===== src/rtl/tmr_pkg.sv =====
package tmr_pkg;

  typedef enum logic [1:0] {K_SINGLE, K_FAST, K_DUAL, K_IDLE} kind_e;
  typedef enum logic [2:0] {TOP_8, TOP_9, TOP_10, TOP_FULL, TOP_CMPA, TOP_CAP} top_src_e;
  typedef enum logic [1:0] {UPD_NOW, UPD_TOP, UPD_BOT} upd_e;
  typedef enum logic [1:0] {EVT_MAX, EVT_TOP, EVT_BOT} evt_e;

  typedef struct packed {
    kind_e    kind;
    top_src_e top_src;
    upd_e     upd;
    evt_e     evt;
  } mode_cfg_t;

  function automatic mode_cfg_t mk_cfg(input kind_e k, input top_src_e s,
                                       input upd_e u, input evt_e e);
    mode_cfg_t c;
    c.kind    = k;
    c.top_src = s;
    c.upd     = u;
    c.evt     = e;
    return c;
  endfunction

  function automatic mode_cfg_t decode_mode(input logic [3:0] m);
    mode_cfg_t c;
    case (m)
      4'd0:    c = mk_cfg(K_SINGLE, TOP_FULL, UPD_NOW, EVT_MAX);
      4'd1:    c = mk_cfg(K_DUAL,   TOP_8,    UPD_TOP, EVT_BOT);
      4'd2:    c = mk_cfg(K_DUAL,   TOP_9,    UPD_TOP, EVT_BOT);
      4'd3:    c = mk_cfg(K_DUAL,   TOP_10,   UPD_TOP, EVT_BOT);
      4'd4:    c = mk_cfg(K_SINGLE, TOP_CMPA, UPD_NOW, EVT_MAX);
      4'd5:    c = mk_cfg(K_FAST,   TOP_8,    UPD_TOP, EVT_TOP);
      4'd6:    c = mk_cfg(K_FAST,   TOP_9,    UPD_TOP, EVT_TOP);
      4'd7:    c = mk_cfg(K_FAST,   TOP_10,   UPD_TOP, EVT_TOP);
      4'd8:    c = mk_cfg(K_DUAL,   TOP_CAP,  UPD_BOT, EVT_BOT);
      4'd9:    c = mk_cfg(K_DUAL,   TOP_CMPA, UPD_BOT, EVT_BOT);
      4'd10:   c = mk_cfg(K_DUAL,   TOP_CAP,  UPD_TOP, EVT_BOT);
      4'd11:   c = mk_cfg(K_DUAL,   TOP_CMPA, UPD_TOP, EVT_BOT);
      4'd12:   c = mk_cfg(K_SINGLE, TOP_CAP,  UPD_NOW, EVT_MAX);
      4'd14:   c = mk_cfg(K_FAST,   TOP_CAP,  UPD_TOP, EVT_TOP);
      4'd15:   c = mk_cfg(K_FAST,   TOP_CMPA, UPD_TOP, EVT_TOP);
      default: c = mk_cfg(K_IDLE,   TOP_FULL, UPD_BOT, EVT_BOT);
    endcase
    return c;
  endfunction

endpackage


===== src/rtl/tmr_mode_decode.sv =====
module tmr_mode_decode
  import tmr_pkg::*;
(
  input  logic [3:0] mode,
  output mode_cfg_t  cfg,
  output logic       run
);

  always_comb begin
    cfg = decode_mode(mode);
    run = (cfg.kind != K_IDLE);
  end

endmodule


===== src/rtl/tmr_counter.sv =====
module tmr_counter
  import tmr_pkg::*;
#(
  parameter int W = 16
) (
  input  logic         clk,
  input  logic         rst_n,
  input  logic         step,
  input  kind_e        kind,
  input  logic [W-1:0] top,
  output logic [W-1:0] cnt_q,
  output logic         down_q,
  output logic         hit_top,
  output logic         hit_bot,
  output logic         hit_max
);

  localparam logic [W-1:0] ONE = W'(1);

  function automatic logic [W-1:0] single_next(input logic [W-1:0] c, input logic [W-1:0] t);
    return (c == t) ? '0 : c + ONE;
  endfunction

  // returns {down, count}
  function automatic logic [W:0] dual_next(input logic [W-1:0] c, input logic [W-1:0] t,
                                           input logic dn);
    logic [W:0] r;
    if (!dn) begin
      if (c < t)        r = {1'b0, c + ONE};
      else if (c == '0) r = {1'b0, c};
      else              r = {1'b1, c - ONE};
    end else begin
      if (c != '0)      r = {1'b1, c - ONE};
      else              r = {1'b0, (t == '0) ? '0 : ONE};
    end
    return r;
  endfunction

  logic [W-1:0] cnt_d;
  logic         down_d;

  always_comb begin
    cnt_d  = cnt_q;
    down_d = down_q;
    if (step) begin
      if (kind == K_DUAL) begin
        {down_d, cnt_d} = dual_next(cnt_q, top, down_q);
      end else begin
        cnt_d  = single_next(cnt_q, top);
        down_d = 1'b0;
      end
    end
  end

  always_ff @(posedge clk or negedge rst_n) begin
    if (!rst_n) begin
      cnt_q  <= '0;
      down_q <= 1'b0;
    end else begin
      cnt_q  <= cnt_d;
      down_q <= down_d;
    end
  end

  assign hit_top = (cnt_q == top);
  assign hit_bot = (cnt_q == '0);
  assign hit_max = (cnt_q == '1);

  // no tick, no movement
  p_hold_no_step_r2: assert property (@(posedge clk) disable iff (!rst_n)
    !step |=> $stable(cnt_q));

  // turning at zero moves up to one without repeating zero
  p_bottom_turn_r4: assert property (@(posedge clk) disable iff (!rst_n)
    (step && kind == K_DUAL && down_q && cnt_q == '0 && top != '0) |=> (cnt_q == ONE && !down_q));

endmodule


===== src/rtl/tmr_cmp_chan.sv =====
module tmr_cmp_chan
  import tmr_pkg::*;
#(
  parameter int W = 16
) (
  input  logic         clk,
  input  logic         rst_n,
  input  logic         wr,
  input  logic [W-1:0] wdata,
  input  logic         upd_imm,
  input  logic         xfer,
  input  logic         step,
  input  kind_e        kind,
  input  logic [W-1:0] cnt,
  input  logic         down,
  input  logic         hit_top,
  output logic [W-1:0] act_q,
  output logic         match_q,
  output logic         pwm_q
);

  logic [W-1:0] shadow_q;
  logic         eq;
  logic         wave_mode;

  assign eq        = (cnt == act_q);
  assign wave_mode = (kind == K_FAST) || (kind == K_DUAL);

  always_ff @(posedge clk or negedge rst_n) begin
    if (!rst_n) begin
      shadow_q <= '0;
      act_q    <= '0;
    end else begin
      if (wr) shadow_q <= wdata;
      if (wr && upd_imm) act_q <= wdata;
      else if (xfer)     act_q <= shadow_q;
    end
  end

  always_ff @(posedge clk or negedge rst_n) begin
    if (!rst_n) match_q <= 1'b0;
    else        match_q <= step && eq;
  end

  always_ff @(posedge clk or negedge rst_n) begin
    if (!rst_n) begin
      pwm_q <= 1'b0;
    end else if (!wave_mode) begin
      pwm_q <= 1'b0;
    end else if (step) begin
      if (kind == K_FAST) begin
        if (hit_top) pwm_q <= 1'b1;
        else if (eq) pwm_q <= 1'b0;
      end else if (eq) begin
        pwm_q <= down;
      end
    end
  end

  // immediate-update modes make the write active on the next edge
  p_imm_write_r5: assert property (@(posedge clk) disable iff (!rst_n)
    (wr && upd_imm) |=> (act_q == $past(wdata)));

  // a strobe only follows a tick
  p_match_needs_step_r6: assert property (@(posedge clk) disable iff (!rst_n)
    !step |=> !match_q);

  // non-waveform modes keep the output low
  p_pwm_idle_r12: assert property (@(posedge clk) disable iff (!rst_n)
    !wave_mode |=> !pwm_q);

endmodule


===== src/rtl/tmr_wavegen.sv =====
module tmr_wavegen
  import tmr_pkg::*;
#(
  parameter int W = 16
) (
  input  logic         clk,
  input  logic         rst_n,
  input  logic         tick,
  input  logic [3:0]   mode,
  input  logic         cmpa_wr,
  input  logic [W-1:0] cmpa_wdata,
  input  logic         cmpb_wr,
  input  logic [W-1:0] cmpb_wdata,
  input  logic [W-1:0] cap_val,
  input  logic         ovf_clr,
  output logic [W-1:0] count,
  output logic         match_a,
  output logic         match_b,
  output logic         pwm_a,
  output logic         pwm_b,
  output logic         ovf_flag
);

  localparam int NCH = 2;
  localparam logic [W-1:0] FIX8  = W'((1 << 8) - 1);
  localparam logic [W-1:0] FIX9  = W'((1 << 9) - 1);
  localparam logic [W-1:0] FIX10 = W'((1 << 10) - 1);

  function automatic logic [W-1:0] select_top(input top_src_e s, input logic [W-1:0] ca,
                                              input logic [W-1:0] cp);
    logic [W-1:0] t;
    case (s)
      TOP_8:    t = FIX8;
      TOP_9:    t = FIX9;
      TOP_10:   t = FIX10;
      TOP_CMPA: t = ca;
      TOP_CAP:  t = cp;
      default:  t = '1;
    endcase
    return t;
  endfunction

  mode_cfg_t    cfg;
  logic         run;
  logic         step;
  logic [W-1:0] top_val;
  logic [W-1:0] cnt_q;
  logic         down_q;
  logic         hit_top, hit_bot, hit_max;
  logic         upd_imm;
  logic         xfer;
  logic         ovf_event;
  logic         ovf_set;

  logic         ch_wr    [NCH];
  logic [W-1:0] ch_wdata [NCH];
  logic [W-1:0] ch_act   [NCH];
  logic         ch_match [NCH];
  logic         ch_pwm   [NCH];

  tmr_mode_decode u_dec (
    .mode (mode),
    .cfg  (cfg),
    .run  (run)
  );

  assign step    = tick && run;
  assign top_val = select_top(cfg.top_src, ch_act[0], cap_val);

  tmr_counter #(.W(W)) u_cnt (
    .clk     (clk),
    .rst_n   (rst_n),
    .step    (step),
    .kind    (cfg.kind),
    .top     (top_val),
    .cnt_q   (cnt_q),
    .down_q  (down_q),
    .hit_top (hit_top),
    .hit_bot (hit_bot),
    .hit_max (hit_max)
  );

  always_comb begin
    upd_imm = (cfg.upd == UPD_NOW);
    case (cfg.upd)
      UPD_TOP: xfer = step && hit_top;
      UPD_BOT: xfer = step && hit_bot;
      default: xfer = 1'b0;
    endcase
    case (cfg.evt)
      EVT_MAX: ovf_event = hit_max;
      EVT_TOP: ovf_event = hit_top;
      default: ovf_event = hit_bot;
    endcase
    ovf_set = step && ovf_event;
  end

  assign ch_wr[0]    = cmpa_wr;
  assign ch_wr[1]    = cmpb_wr;
  assign ch_wdata[0] = cmpa_wdata;
  assign ch_wdata[1] = cmpb_wdata;

  for (genvar i = 0; i < NCH; i++) begin : g_ch
    tmr_cmp_chan #(.W(W)) u_ch (
      .clk     (clk),
      .rst_n   (rst_n),
      .wr      (ch_wr[i]),
      .wdata   (ch_wdata[i]),
      .upd_imm (upd_imm),
      .xfer    (xfer),
      .step    (step),
      .kind    (cfg.kind),
      .cnt     (cnt_q),
      .down    (down_q),
      .hit_top (hit_top),
      .act_q   (ch_act[i]),
      .match_q (ch_match[i]),
      .pwm_q   (ch_pwm[i])
    );
  end

  always_ff @(posedge clk or negedge rst_n) begin
    if (!rst_n)       ovf_flag <= 1'b0;
    else if (ovf_set) ovf_flag <= 1'b1;
    else if (ovf_clr) ovf_flag <= 1'b0;
  end

  assign count   = cnt_q;
  assign match_a = ch_match[0];
  assign match_b = ch_match[1];
  assign pwm_a   = ch_pwm[0];
  assign pwm_b   = ch_pwm[1];

  // an event wins over a simultaneous clear
  p_set_wins_r10: assert property (@(posedge clk) disable iff (!rst_n)
    ovf_set |=> ovf_flag);

  // a clear without an event drops the flag
  p_clear_r10: assert property (@(posedge clk) disable iff (!rst_n)
    (ovf_clr && !ovf_set) |=> !ovf_flag);

  // idle mode freezes the count and keeps the strobes low
  p_idle_hold_r11: assert property (@(posedge clk) disable iff (!rst_n)
    !run |=> ($stable(count) && !match_a && !match_b));

endmodule


===== config.mk =====
export PLATFORM = sky130hd
export DESIGN_NAME = tmr_wavegen
export DESIGN_NICKNAME = d
export VERILOG_FILES = /design/src/rtl/tmr_pkg.sv /design/src/rtl/tmr_mode_decode.sv /design/src/rtl/tmr_counter.sv /design/src/rtl/tmr_cmp_chan.sv /design/src/rtl/tmr_wavegen.sv
export SDC_FILE = /design/constraint.sdc
export NUM_CORES = 1
export LEC_CHECK = 0
export ABC_AREA = 0
export BUFFER_PORTS_ARGS = -buffer_cell sky130_fd_sc_hd__buf_2
export CAP_MARGIN = 0
export CORE_ASPECT_RATIO = 1.25
export CORE_MARGIN = 4
export CORE_UTILIZATION = 35
export DETAILED_ROUTE_END_ITERATION = 8
export GPL_ROUTABILITY_DRIVEN = 0
export SYNTH_ARGS = -nofsm -noshare
export SYNTH_HDL_FRONTEND = slang
export SYNTH_HIERARCHICAL = 1
export SYNTH_SLANG_ARGS = --single-unit

===== constraint.sdc =====
create_clock -name clk -period 3.1 [get_ports clk]
set_input_delay 0.155 -clock clk [delete_from_list [all_inputs] [get_ports clk]]
set_output_delay 0.155 -clock clk [all_outputs]
set_load 0.02 [all_outputs]

* After elaboration in Yosys (flattened, before gate mapping) *
Memory sizes are Yosys's and may differ from the RTL's.
Index checks and enable logic that the tools add are counted.

cells by class
  $add $sub $neg = 2
  magnitude comparators = 1
  equal/unequal tests = 20
  mux-type cells = 29
  reduce and logical (&&, ||, !) cells = 21

operator list
  kind                                                                   number
  16-bit 2-to-1 mux                                                      6
  16-bit one-hot mux with 5 select lines                                 1
  17-bit 2-to-1 mux                                                      4
  16-bit == test                                                         3
  16-bit logical NOT                                                     2
  16-bit by 1-bit adder with 16-bit output (second input constant)       1
  16-bit == test (second input constant)                                 1
  16-bit less-than comparator                                            1
  1-bit 2-to-1 mux                                                       16
  16-bit nonzero test                                                    1
  16-bit by 1-bit subtractor with 16-bit output (second input constant)  1
  3-bit by 2-bit != test with 1-bit output (second input constant)       4
  1-bit logical AND                                                      8
  2-bit by 1-bit == test with 1-bit output (second input constant)       3
  3-bit == test (second input constant)                                  2
  3-bit AND reduction                                                    2
  2-bit nonzero test                                                     3
  2-bit == test (second input constant)                                  2
  2-bit logical NOT                                                      2
  4-bit != test (second input constant)                                  1
  1-bit one-hot mux with 2 select lines                                  2
  3-bit by 1-bit == test with 1-bit output (second input constant)       1
  3-bit by 2-bit == test with 1-bit output (second input constant)       1
  3-bit logical NOT                                                      1
  4 further kinds                                                        4

storage, ports and cells
  register bits = 86
  ROM bits = 144
  bits of input ports = 58
  output and inout port bits = 21
  memories = 1

memories
  name             words  bits a word  rd ports  clocked after Yosys merged registers in  wr ports  RTL line       RTL
  (no name shown)  16     9            1         0                                        0         tmr_pkg.sv:27  case (m)

* Depth between registers and ports, before layout *
An unclocked memory read counts as a cell.

  depth after elaboration = 8
  mapped depth = 19
  mapped depth without buffers = 16

* By module *
Netlist, hierarchy kept.

modules (own cells, without submodules)
  module           instances  cells an instance  area an instance (sq um)
  tmr_cmp_chan     2          137                1621.6
  tmr_counter      1          252                1984.4
  tmr_wavegen      1          59                 441.7
  tmr_mode_decode  1          31                 216.5

* Least setup slack after synthesis *
No wires, ideal clock.

  path kind = input to register
  start = in mode[0]
  end = reg g_ch[0].u_ch.act_q[10]
  setup time = 0.123 ns
  arrival = 3.414 ns
  required time = 2.977 ns
  path slack = -0.438 ns
  stages on the path = 18
  path buffers = 4
  cell sequence = inv_1 > ha_1 > a211oi_1 > a21oi_1 > buf_6 > buf_12 > a211oi_1 > nor2_1 > inv_1 > ha_1 > nand4_1 > nor4_1 > mux2_2 > and3_1 > buf_2 > buf_2 > mux2i_1 > o21ai_1

RTL lines
  what                    RTL line            RTL
  start: declaration      tmr_wavegen.sv:9    input logic [3:0] mode,
  end signal: assignment  tmr_cmp_chan.sv:35  if (wr && upd_imm) act_q <= wdata;
  end signal: assignment  tmr_cmp_chan.sv:36  else if (xfer) act_q <= shadow_q;
  end: declaration        tmr_cmp_chan.sv:17  output logic [W-1:0] act_q,

==> results.py <==
metrics = {
    "logic_synthesis": {
        "synth-edff-count": 0,
        "syn_inst": 616,
        "synthArstFlopShare": 1.00,
        "yosysTopAreaCellShare": 0.366,
        "yosysWarnings": 6,
        "synth.area.mux_share": 0.140,
        "ys.flop_type": "dfrtp_1",
        "yosys.area_share.xor_xnor": 0.0491,
        "synth_seq_cells": 86,
        "synth_area_leader_cell": "dfrtp_1",
        "synth-compound-area-share": 0.155,
        "synth_common_cells": "dfrtp_1 (86), nand2_1 (55), mux2i_1 (42)",
        "synth_top_family_by_area": "simple AND/OR/NAND/NOR gates",
        "yosys.area_share.simple": 0.173,
        "synthTopCellsByArea": "dfrtp_1 (37%), mux2i_1 (7.1%), mux2_2 (6.9%)",
        "yosysMostFrequentCell": "dfrtp_1",
        "synth_area_sq_um": 5890,
        "synth_nets": 702,
        "synth_cell_types": 72,
        "synth.avg_cell_area_sq_um": 9.55,
        "ys_seq_area_frac": 0.366,
        "synth_fa_ha_area_frac": 0.0595,
    },
    "placed_design": {
        "port_buffers": 78,
        "dp_hpwl_um": 13700,
        "place_inst": 950,
    },
    "die": {
        "dieHeight_um": 153,
        "io_pins": 79,
        "fp.dieW_um": 124,
        "die-area_sq_um": 19000,
        "core_area_sq_um": 16300,
        "rows": 52,
        "initial_core_util": 0.360,
    },
    "sta": {
        "slew_headroom": 0.554,
        "setup_tns_ns": -0.168,
        "fin_hold_ws_ns": 0.00594,
        "slew_violations": 0,
        "finalHoldViolations": 0,
        "rsz0062_at_grt": "true",
        "fin_crit_ns": 3.16,
        "setup_viol": 7,
        "fmax_ghz": 0.317,
        "tightest_slew_ns": 0.663,
        "period_share": 1.02,
        "final.setup.worst_slack_ns": -0.0572,
        "clock-skew-final_ns": 0.00840,
    },
    "clock_network": {
        "clk_pin_slew_ns": 0.07,
        "tritoncts": "built",
        "clockBufferDepth": 2,
        "cts.sinks": 86,
        "clk_latency_ns": 0.34,
        "cts-root-buf": "clkbuf_16",
        "cts_made_buffers": 9,
        "cts_max_level": 3,
    },
    "min_path": {
        "hold_path.class": "in -> reg",
    },
    "worst_setup_path": {
        "start_kind": "input pin",
        "critPathMaxFanout": 11,
        "worst_path_largest_cell_delay_ns": 0.45,
        "crit_top_cell": "buf_4",
        "crit_type": "in -> reg",
        "worst_ep_arrival_time_ns": 3.38,
        "crit_slowest_cell": "a2111o_1",
        "cp-end-kind": "flip-flop",
        "required_ns": 3.32,
        "cp_cell_sequence": "buf_12, buf_4, ha_1, a21oi_1, o21ai_1, buf_4, nor2b_2, buf_4, buf_4, nand2_1, inv_1, ha_4, o211ai_1, buf_4, a2111o_1, nand3_1, nand2_1, buf_4, a221oi_1, a21oi_1",
    },
    "route": {
        "ant_nets": 0,
        "post_drt_via_cell_ratio": 5.55,
        "wl_um": 19400,
        "firstDrtPassIters": 5,
        "initialDrtViolationCount": 275,
        "drc": 0,
        "wl_per_cell_um": 19.6,
        "vias": 5482,
    },
    "pwr": {
        "power.total_mw": 5.17,
        "power_density_nw_per_um2": 643,
        "leakage_nw": 3.46,
        "max-vdd-ir-drop_mv": 0.267,
    },
    "cells_and_area": {
        "n_fill_cell": 1441,
        "num_antenna_cells": 0,
        "syn2layout_area_growth_pct": 36.6,
        "final_nets": 852,
        "register_area_sq_um": 2150,
        "multi_input_area_sq_um": 3820,
        "layout-drive-gt1-share": 0.405,
        "fin_cells": 987,
    },
    "grt": {
        "grt_overflow": 0,
        "met1_usage": 0.240,
        "grt_pass1_vias": 5796,
        "grt_pass1_wl_um": 30000,
        "use_met3": 0.0318,
        "track_usage": 0.201,
        "use_met2": 0.347,
        "grt_busiest_layer": "met2",
        "antenna_found_initial": 0,
        "grt_max_degree": 49,
    },
    "run": {
        "maxCapViolCount": 0,
    },
    "outcome": {
        "violations": "negative setup slack",
        "status": "finished with violations",
    },
}
## cells in the final DEF, fill, tap and decap left out, types with 13 or more instances in the layout
master / netlist / layout
mux2i_1: 42 / 41
nor2_1: 33 / 28
nand2_1: 55 / 54
o21ai_1: 32 / 36
buf_4: 4 / 73
a21oi_1: 28 / 22
xnor2_1: 19 / 19
inv_1: 34 / 27
xor2_1: 14 / 14
buf_6: 3 / 13
buf_2: 17 / 75
dfrtp_1: 86 / 86
ha_4: 0 / 14
ha_1: 28 / 13
mux2_2: 36 / 34
## layout make-up
class	count	share of cell area
clock buffers	9	0.0280
inverters	34	0.0174
clock inverters	7	0.0101
repair buffers	175	0.167
flip-flops and latches	86	0.268
multi-input cells	460	0.476
well taps	216	0.0336
## where the power goes
part / leakage (nW) / switching [mW] / internal (mW) / total (mW)
Clock: 0.152 / 0.496 / 0.638 / 1.13
Sequential: 1.05 / 0.220 / 1.32 / 1.54
Combinational: 2.25 / 1.40 / 1.09 / 2.49
Total: 3.46 / 2.12 / 3.05 / 5.17
## through the flow
step,setup WS (ns),utilization,instance area [sq um]
floorplan,-0.00797,-,5970
global placement,-0.468,0.429,7010
detailed placement,-0.612,0.429,7010
CTS,-0.0576,0.468,7640
global route,-0.188,0.492,8040
finish,-0.0572,0.492,8040
## routing by layer
metal  routed length [um]  part of all wire
met2                 9940              0.51
met3                 1040             0.053
met5                    0                 0
met4                  852             0.044
met1                 7520              0.39
## flip-flops by register name, summed over array words and instances (netlist names)
| register | flops |
|---|---|
| u_cnt/cnt_q | 16 |
| g_ch.u_ch/shadow_q | 32 |
| g_ch.u_ch/act_q | 32 |
| g_ch.u_ch/pwm_q | 2 |
| u_cnt/down_q | 1 |
| g_ch.u_ch/match_q | 2 |
| ovf_flag | 1 |
## logic make-up after synthesis
| group | Yosys count |
|---|---|
| xor gates and xnor gates | 33 |
| muxes | 78 |
| DFF | 86 |
| AOI/OAI and AO/OA | 139 |
| buffers and inverters | 70 |
| and+or+nand+nor | 182 |
| adders and majority gates | 28 |
## worst max-delay path: cells and delay by family
kind	cells	cell delay (ns)
and+or+nand+nor	4	0.39
adders and majority gates	2	0.37
AOI/OAI and AO/OA	6	1.30
buffers and inverters	8	1.16
## what timing repair did
action / 4_1_cts / 5_1_grt
hold endpoints to repair: 46 / 0
hold buffers: 1 / 0
buffers inserted: 9 / 11
cloned: 2 / 2
pin swaps: 14 / 27
endpoints found under the setup margin: 49 / 51
resized for setup: 33 / 76
## path summary, 6_finish.rpt
path	from	endpoint	slack, ns	cells after the start
max	mode[0]	u_cnt/cnt_q[2]$_DFFE_PN0P_	-0.06	20
min	ovf_clr	ovf_flag$_DFFE_PN0P_	0.006	2
max reg2reg	u_cnt/cnt_q[0]$_DFFE_PN0P_	g_ch[1].u_ch/act_q[11]$_DFFE_PN0P_	0.02	12
min reg2reg	g_ch[0].u_ch/pwm_q$_DFFE_PN0P_	g_ch[0].u_ch/pwm_q$_DFFE_PN0P_	0.50	1
max in group asynchronous	rst_n	u_cnt/cnt_q[6]$_DFFE_PN0P_	1.95	3
min in group asynchronous	rst_n	g_ch[0].u_ch/act_q[14]$_DFFE_PN0P_	0.37	2
Power figures use the tool's default switching activity.
